[src/rtl/ts_cap_pkg.sv]
package ts_cap_pkg;

    // Position of the valid / clear flag in the status word.
    localparam int unsigned STS_VALID_POS = 16;
    localparam int unsigned STS_WORD_W    = 32;

    typedef enum logic {
        DIR_RX = 1'b0,
        DIR_TX = 1'b1
    } ts_dir_e;

endpackage

[src/rtl/ts_cap_arm.sv]
// Decodes the clear sources (write-one and enable rising edge) and the
// qualified capture request for one direction.
module ts_cap_arm #(
    parameter int unsigned STS_W     = 32,
    parameter int unsigned VALID_POS = 16
) (
    input  logic             clk,
    input  logic             rst_n,
    input  logic             en,
    input  logic             stb,
    input  logic             sts_we,
    input  logic [STS_W-1:0] sts_wdata,
    output logic             clr,
    output logic             cap
);

    typedef struct packed {
        logic en_prev;
    } arm_state_t;

    arm_state_t st_d, st_q;
    logic       en_rise;
    logic       w1c;

    always_comb begin
        st_d         = st_q;
        st_d.en_prev = en;
        en_rise      = en && !st_q.en_prev;
        w1c          = sts_we && sts_wdata[VALID_POS];
        clr          = w1c || en_rise;
        cap          = en && stb && !clr;
    end

    always_ff @(posedge clk or negedge rst_n) begin
        if (!rst_n) begin
            st_q <= '0;
        end else begin
            st_q <= st_d;
        end
    end

    // a write-one clear always blocks the capture request
    a_r8_clear_blocks_capture: assert property (@(posedge clk) disable iff (!rst_n)
        (sts_we && sts_wdata[VALID_POS]) |-> !cap);

endmodule

[src/rtl/ts_cap_slot.sv]
// Single-entry capture slot: stores time and sequence, locks until cleared.
module ts_cap_slot #(
    parameter int unsigned TIME_W = 64,
    parameter int unsigned SEQ_W  = 16
) (
    input  logic              clk,
    input  logic              rst_n,
    input  logic              clr,
    input  logic              cap,
    input  logic [SEQ_W-1:0]  cap_seq,
    input  logic [TIME_W-1:0] now_time,
    output logic              valid,
    output logic [SEQ_W-1:0]  seq,
    output logic [TIME_W-1:0] ts
);

    typedef struct packed {
        logic              valid;
        logic [SEQ_W-1:0]  seq;
        logic [TIME_W-1:0] ts;
    } slot_state_t;

    slot_state_t st_d, st_q;

    always_comb begin
        st_d = st_q;
        if (clr) begin
            st_d.valid = 1'b0;
        end else if (cap && !st_q.valid) begin
            st_d.valid = 1'b1;
            st_d.seq   = cap_seq;
            st_d.ts    = now_time;
        end
    end

    always_ff @(posedge clk or negedge rst_n) begin
        if (!rst_n) begin
            st_q <= '0;
        end else begin
            st_q <= st_d;
        end
    end

    assign valid = st_q.valid;
    assign seq   = st_q.seq;
    assign ts    = st_q.ts;

    // accepted capture sets valid and stores the sampled time and sequence
    a_r2_capture_stores: assert property (@(posedge clk) disable iff (!rst_n)
        (cap && !clr && !valid) |=> (valid && ts == $past(now_time) && seq == $past(cap_seq)));

    // a held capture is never overwritten
    a_r3_hold_while_valid: assert property (@(posedge clk) disable iff (!rst_n)
        (valid && !clr) |=> (valid && $stable(ts) && $stable(seq)));

    // a clear empties the slot and keeps the data
    a_r4_clear_empties: assert property (@(posedge clk) disable iff (!rst_n)
        clr |=> (!valid && $stable(ts) && $stable(seq)));

endmodule

[src/rtl/ts_capture_pair.sv]
// Receive and transmit timestamp capture slots sharing one live time.
module ts_capture_pair
    import ts_cap_pkg::*;
#(
    parameter int unsigned TIME_W = 64,
    parameter int unsigned SEQ_W  = 16
) (
    input  logic              clk,
    input  logic              rst_n,
    input  logic [TIME_W-1:0] now_time,
    input  logic              rx_en,
    input  logic              rx_cap_stb,
    input  logic [SEQ_W-1:0]  rx_cap_seq,
    input  logic              rx_sts_we,
    input  logic [31:0]       rx_sts_wdata,
    output logic [31:0]       rx_status,
    output logic [31:0]       rx_ts_lo,
    output logic [31:0]       rx_ts_hi,
    input  logic              tx_en,
    input  logic              tx_cap_stb,
    input  logic [SEQ_W-1:0]  tx_cap_seq,
    input  logic              tx_sts_we,
    input  logic [31:0]       tx_sts_wdata,
    output logic [31:0]       tx_status,
    output logic [31:0]       tx_ts_lo,
    output logic [31:0]       tx_ts_hi
);

    localparam int unsigned N_DIR  = 2;
    localparam int unsigned WORD_W = TIME_W / 2;
    localparam int unsigned PAD_W  = STS_WORD_W - SEQ_W - 1;

    logic [N_DIR-1:0]             en_a, stb_a, we_a, clr_a, cap_a, valid_a;
    logic [N_DIR-1:0][SEQ_W-1:0]  seq_in_a, seq_a;
    logic [N_DIR-1:0][31:0]       wdata_a, status_a;
    logic [N_DIR-1:0][TIME_W-1:0] ts_a;

    assign en_a[DIR_RX]     = rx_en;
    assign en_a[DIR_TX]     = tx_en;
    assign stb_a[DIR_RX]    = rx_cap_stb;
    assign stb_a[DIR_TX]    = tx_cap_stb;
    assign we_a[DIR_RX]     = rx_sts_we;
    assign we_a[DIR_TX]     = tx_sts_we;
    assign seq_in_a[DIR_RX] = rx_cap_seq;
    assign seq_in_a[DIR_TX] = tx_cap_seq;
    assign wdata_a[DIR_RX]  = rx_sts_wdata;
    assign wdata_a[DIR_TX]  = tx_sts_wdata;

    for (genvar d = 0; d < N_DIR; d++) begin : g_dir
        ts_cap_arm #(
            .STS_W     (STS_WORD_W),
            .VALID_POS (STS_VALID_POS)
        ) i_arm (
            .clk       (clk),
            .rst_n     (rst_n),
            .en        (en_a[d]),
            .stb       (stb_a[d]),
            .sts_we    (we_a[d]),
            .sts_wdata (wdata_a[d]),
            .clr       (clr_a[d]),
            .cap       (cap_a[d])
        );

        ts_cap_slot #(
            .TIME_W (TIME_W),
            .SEQ_W  (SEQ_W)
        ) i_slot (
            .clk      (clk),
            .rst_n    (rst_n),
            .clr      (clr_a[d]),
            .cap      (cap_a[d]),
            .cap_seq  (seq_in_a[d]),
            .now_time (now_time),
            .valid    (valid_a[d]),
            .seq      (seq_a[d]),
            .ts       (ts_a[d])
        );

        assign status_a[d] = {{PAD_W{1'b0}}, valid_a[d], seq_a[d]};

        // with enable low and slot empty, the slot stays empty
        a_r6_disabled_ignores: assert property (@(posedge clk) disable iff (!rst_n)
            (!en_a[d] && !status_a[d][STS_VALID_POS]) |=> !status_a[d][STS_VALID_POS]);

        // a rising enable leaves the slot empty after the edge
        a_r7_enable_rise_clears: assert property (@(posedge clk) disable iff (!rst_n)
            $rose(en_a[d]) |=> !status_a[d][STS_VALID_POS]);

        // a write with the clear bit low never empties a full slot
        a_r5_write_zero_no_clear: assert property (@(posedge clk) disable iff (!rst_n)
            (status_a[d][STS_VALID_POS] && we_a[d] && !wdata_a[d][STS_VALID_POS]
             && !$rose(en_a[d])) |=> status_a[d][STS_VALID_POS]);
    end

    assign rx_status = status_a[DIR_RX];
    assign rx_ts_lo  = ts_a[DIR_RX][WORD_W-1:0];
    assign rx_ts_hi  = ts_a[DIR_RX][TIME_W-1:WORD_W];
    assign tx_status = status_a[DIR_TX];
    assign tx_ts_lo  = ts_a[DIR_TX][WORD_W-1:0];
    assign tx_ts_hi  = ts_a[DIR_TX][TIME_W-1:WORD_W];

    // upper status bits read zero
    a_r4_status_pad_zero: assert property (@(posedge clk) disable iff (!rst_n)
        (rx_status[31:17] == '0) && (tx_status[31:17] == '0));

endmodule

[config.mk]
export PLATFORM = sky130hd
export DESIGN_NAME = ts_capture_pair
export DESIGN_NICKNAME = d
export VERILOG_FILES = /design/src/rtl/ts_cap_pkg.sv /design/src/rtl/ts_cap_arm.sv /design/src/rtl/ts_cap_slot.sv /design/src/rtl/ts_capture_pair.sv
export SDC_FILE = /design/constraint.sdc
export NUM_CORES = 1
export LEC_CHECK = 0
export ABC_CLOCK_PERIOD_IN_PS = 2040
export BUFFER_PORTS_ARGS = -buffer_cell sky130_fd_sc_hd__buf_2
export CAP_MARGIN = 20
export CORE_AREA = 2 2 139 141
export DETAILED_ROUTE_END_ITERATION = 16
export DIE_AREA = 0 0 141 143
export SYNTH_ARGS = -nofsm -noshare
export SYNTH_HDL_FRONTEND = slang
export SYNTH_SLANG_ARGS = --single-unit
export TNS_END_PERCENT = 1
[constraint.sdc]
create_clock -name clk -period 2.04 [get_ports clk]
set_input_delay 0.408 -clock clk [delete_from_list [all_inputs] [get_ports clk]]
set_output_delay 0.408 -clock clk [all_outputs]
set_load 0.02 [all_outputs]
==> metrics.md <==
| Metric | Value |
|---|---|
| Warnings from Yosys | 0 |
| Area of the multi-input gates | 2000 um^2 |
| Net total in the final layout | 828 |
| Synthesized area per cell | 16.8 um^2 |
| Routed wl met3 | 991 um |
| Status | completed |
| IO buf count | 267 |
| GRT overflow | 0 |
| Fmax | 582 MHz |
| Cell family with most CP delay | compound AO/OA/AOI/OAI gates |
| Remaining antenna violation count | 0 |
| DRT iter0 DRCs | 98 |
| Final hold vios | 0 |
| Most frequent cells after synthesis | dfrtp_1 (164), mux2_2 (141), buf_4 (34) |
| Final Util | 45.8% |
| Slowest stage delay, CP | 0.48 ns |
| Final slew viol count | 0 |
| Slew margin rel. | 65.6% |
| Synth top area share | 63.9% |
| Post-synth top flop | dfrtp_1 |
| Root Buffer | clkbuf_16 |
| RD Place Congestion | 0.770 |
| FF+latch count, synth | 164 |
| Area leader, netlist | dfrtp_1 |
| Layout Skew | 0.00572 ns |
| Die height | 143 um |
| Register area share after synthesis | 63.9% |
| Num CTS Buffers | 17 |
| Period utilisation layout | 84.2% |
| Top cells by area, synth | dfrtp_1 (64%), mux2_2 (25%), buf_4 (4.0%), mux2_1 (3.3%), buf_6 (2.5%) |
| First-pass GRT wire length | 22800 um |
| Reg2reg setup slack | 0.32 ns |
| Clock sinks | 164 |
| Pin count of the biggest net entering global routing | 48 |
| Number of I/O pins | 360 |
| Worst setup SP type | register |
| DR WL/cell | 15.8 um |
| Storage cell area | 4100 um^2 |
| DP Worst Slack | 0.161 ns |
| Maximum level of the CTS H-tree | 4 |
| EDFF count, synth | 0 |
| Initial antenna violation count | 0 |
| Final WS setup | 0.321 ns |
| # diodes | 0 |
| RSZ-0062 raised after global routing | no |
| Min Hold Slack | 0.153 ns |
| Critical Path AT | 2.01 ns |
| Share of synthesized registers carrying an async set or reset | 100% |
| Initial core utilization | 34.6% |
| Distinct cells, synth | 11 |
| Fin Setup TNS | 0 ns |
| WL met2 | 7330 um |
| Routed length on met1 | 5680 um |
| Placed instance count | 874 |
| Post-CTS Setup Bufs | 0 |
| Min Clock Period, post-route | 1.72 ns |
| Slowest CP cell | a2111oi_4 |
| Worst Tran Pin Value | 0.516 ns |
| Highest metal used | met4 |
| Clk pin slew, worst setup/hold paths | 0.06 ns |
| Worst setup EP type | register |
| WP buf/inv | 2 |
| Max clock buf depth | 2 |
| Share of post-route cells with drive strength above 1 | 66.5% |
| Max IR drop VDD | 526 uV |
| Vias in the first global route | 4442 |
| Total track usage | 14.4% |
| Worst Path Max Fanout | 44 |
| MaxCap Viol Count | 0 |
| Die width | 141 um |
| Power per standard cell area | 1260 nW/um^2 |
| Non-Filler Instances | 906 |
| Cell Area, Synth | 6420 um^2 |
| HPWL after detailed placement | 10600 um |
| Drt pass-1 iters | 3 |
| Critical path class | reg2reg |
| Leak Pwr | 4.13 nW |
| Gate Count Post-Synth | 383 |
| Crit path required time | 2.33 ns |
| Drt total wl | 14300 um |
| Skew-Pair Late Insertion Delay | 0.41 ns |
| Most common cell in the netlist | dfrtp_1 |
| Crit path cell chain | inv_1 -> a2111oi_4 -> buf_12 -> mux2_2 |
| Die ar. | 20200 um^2 |
| Hold Path Class | in2reg |
| Vias per cell | 4.47 |
| Via Count | 4047 |
| Row cnt | 50 |
| DRC errors left | 0 |
| Filler cell count | 1697 |
| CTS tree | done |
| Area added between synthesis and finish | 32.4% |
| Core footprint | 18600 um^2 |
| Setup Viol. Count Final | 0 |
[report_power, final]
group,switching (mW),internal (mW)
combinational,1.85,1.26
sequential,0.402,4.08
clock,1.23,1.84
[through the flow]
step	power [mW]	instance area [um^2]
after floorplan	6.44	6530
after global placement	7.58	7920
after detailed placement	7.70	7920
after CTS	10.8	8500
after global routing	11.3	8500
final	10.7	8500
[final timing paths]
check | cells after the start | from | endpoint
max | 4 | g_dir[0].i_arm.st_q | g_dir[0].i_slot.ts[63]
min | 1 | tx_en | g_dir[1].i_arm.st_q
max reg2reg | 4 | g_dir[0].i_arm.st_q | g_dir[0].i_slot.ts[63]
min reg2reg | 1 | g_dir[1].i_slot.seq[1] | g_dir[1].i_slot.seq[1]
max in group asynchronous | 3 | rst_n | g_dir[1].i_slot.ts[56]
min in group asynchronous | 2 | rst_n | g_dir[1].i_slot.ts[27]
[per-layer routing]
layer / global-route usage [%] / up-vias
met2: 25.1 / 185
met4: 6.58 / 0
li1: - / 1829
met5: 0 / -
met3: 4.29 / 22
met1: 16.3 / 2011
[state kept, by name (all words and copies together), names as in the netlist]
name,count
g_dir.i_slot.ts,128
g_dir.i_arm.st_q,2
g_dir.i_slot.seq,32
g_dir.i_slot.valid,2
[final cells by class]
cell class / instances / area share (%)
inverters: 2 / 0.0883
flip-flops and latches: 164 / 48.3
clock inverters: 6 / 0.795
repair buffers: 277 / 17.9
clock buffers: 25 / 5.95
well taps: 234 / 3.44
multi-input cells: 198 / 23.6
[worst reg2reg max path, cell delays in order, from the launching register on]
cell	delay, ns
dfrtp_1	0.33
inv_1	0.07
a2111oi_4	0.48
buf_12	0.31
mux2_2	0.40
[cell families (layout without fill, tap and decap cells)]
kind of cell	after synthesis	count (layout)	share of synthesized area, %
flops	164	164	63.9
mux	160	160	28.1
other cells	1	30	0.0584
simple gates	2	2	0.117
buf+inv	50	310	6.55
compound gates	6	6	1.29
[cells in the final DEF (no fill, tap or decap), drive strengths merged]
cell type	synthesis	routed
bufinv	0	1
inv	2	4
buf	48	276
a221oi	2	2
clkinv	0	1
a21oi	2	2
a2111oi	2	2
conb	1	30
mux2	160	160
clkbuf	0	25
dfrtp	164	164
clkinvlp	0	2
dlygate4sd3	0	1
nand2	2	2
[repair_timing]
action,4_1_cts,5_1_grt
gates resized for setup,0,0
hold buffers,1,0
endpoints found under the hold margin,42,0
Note: power is estimated with default switching activity, not from simulation.
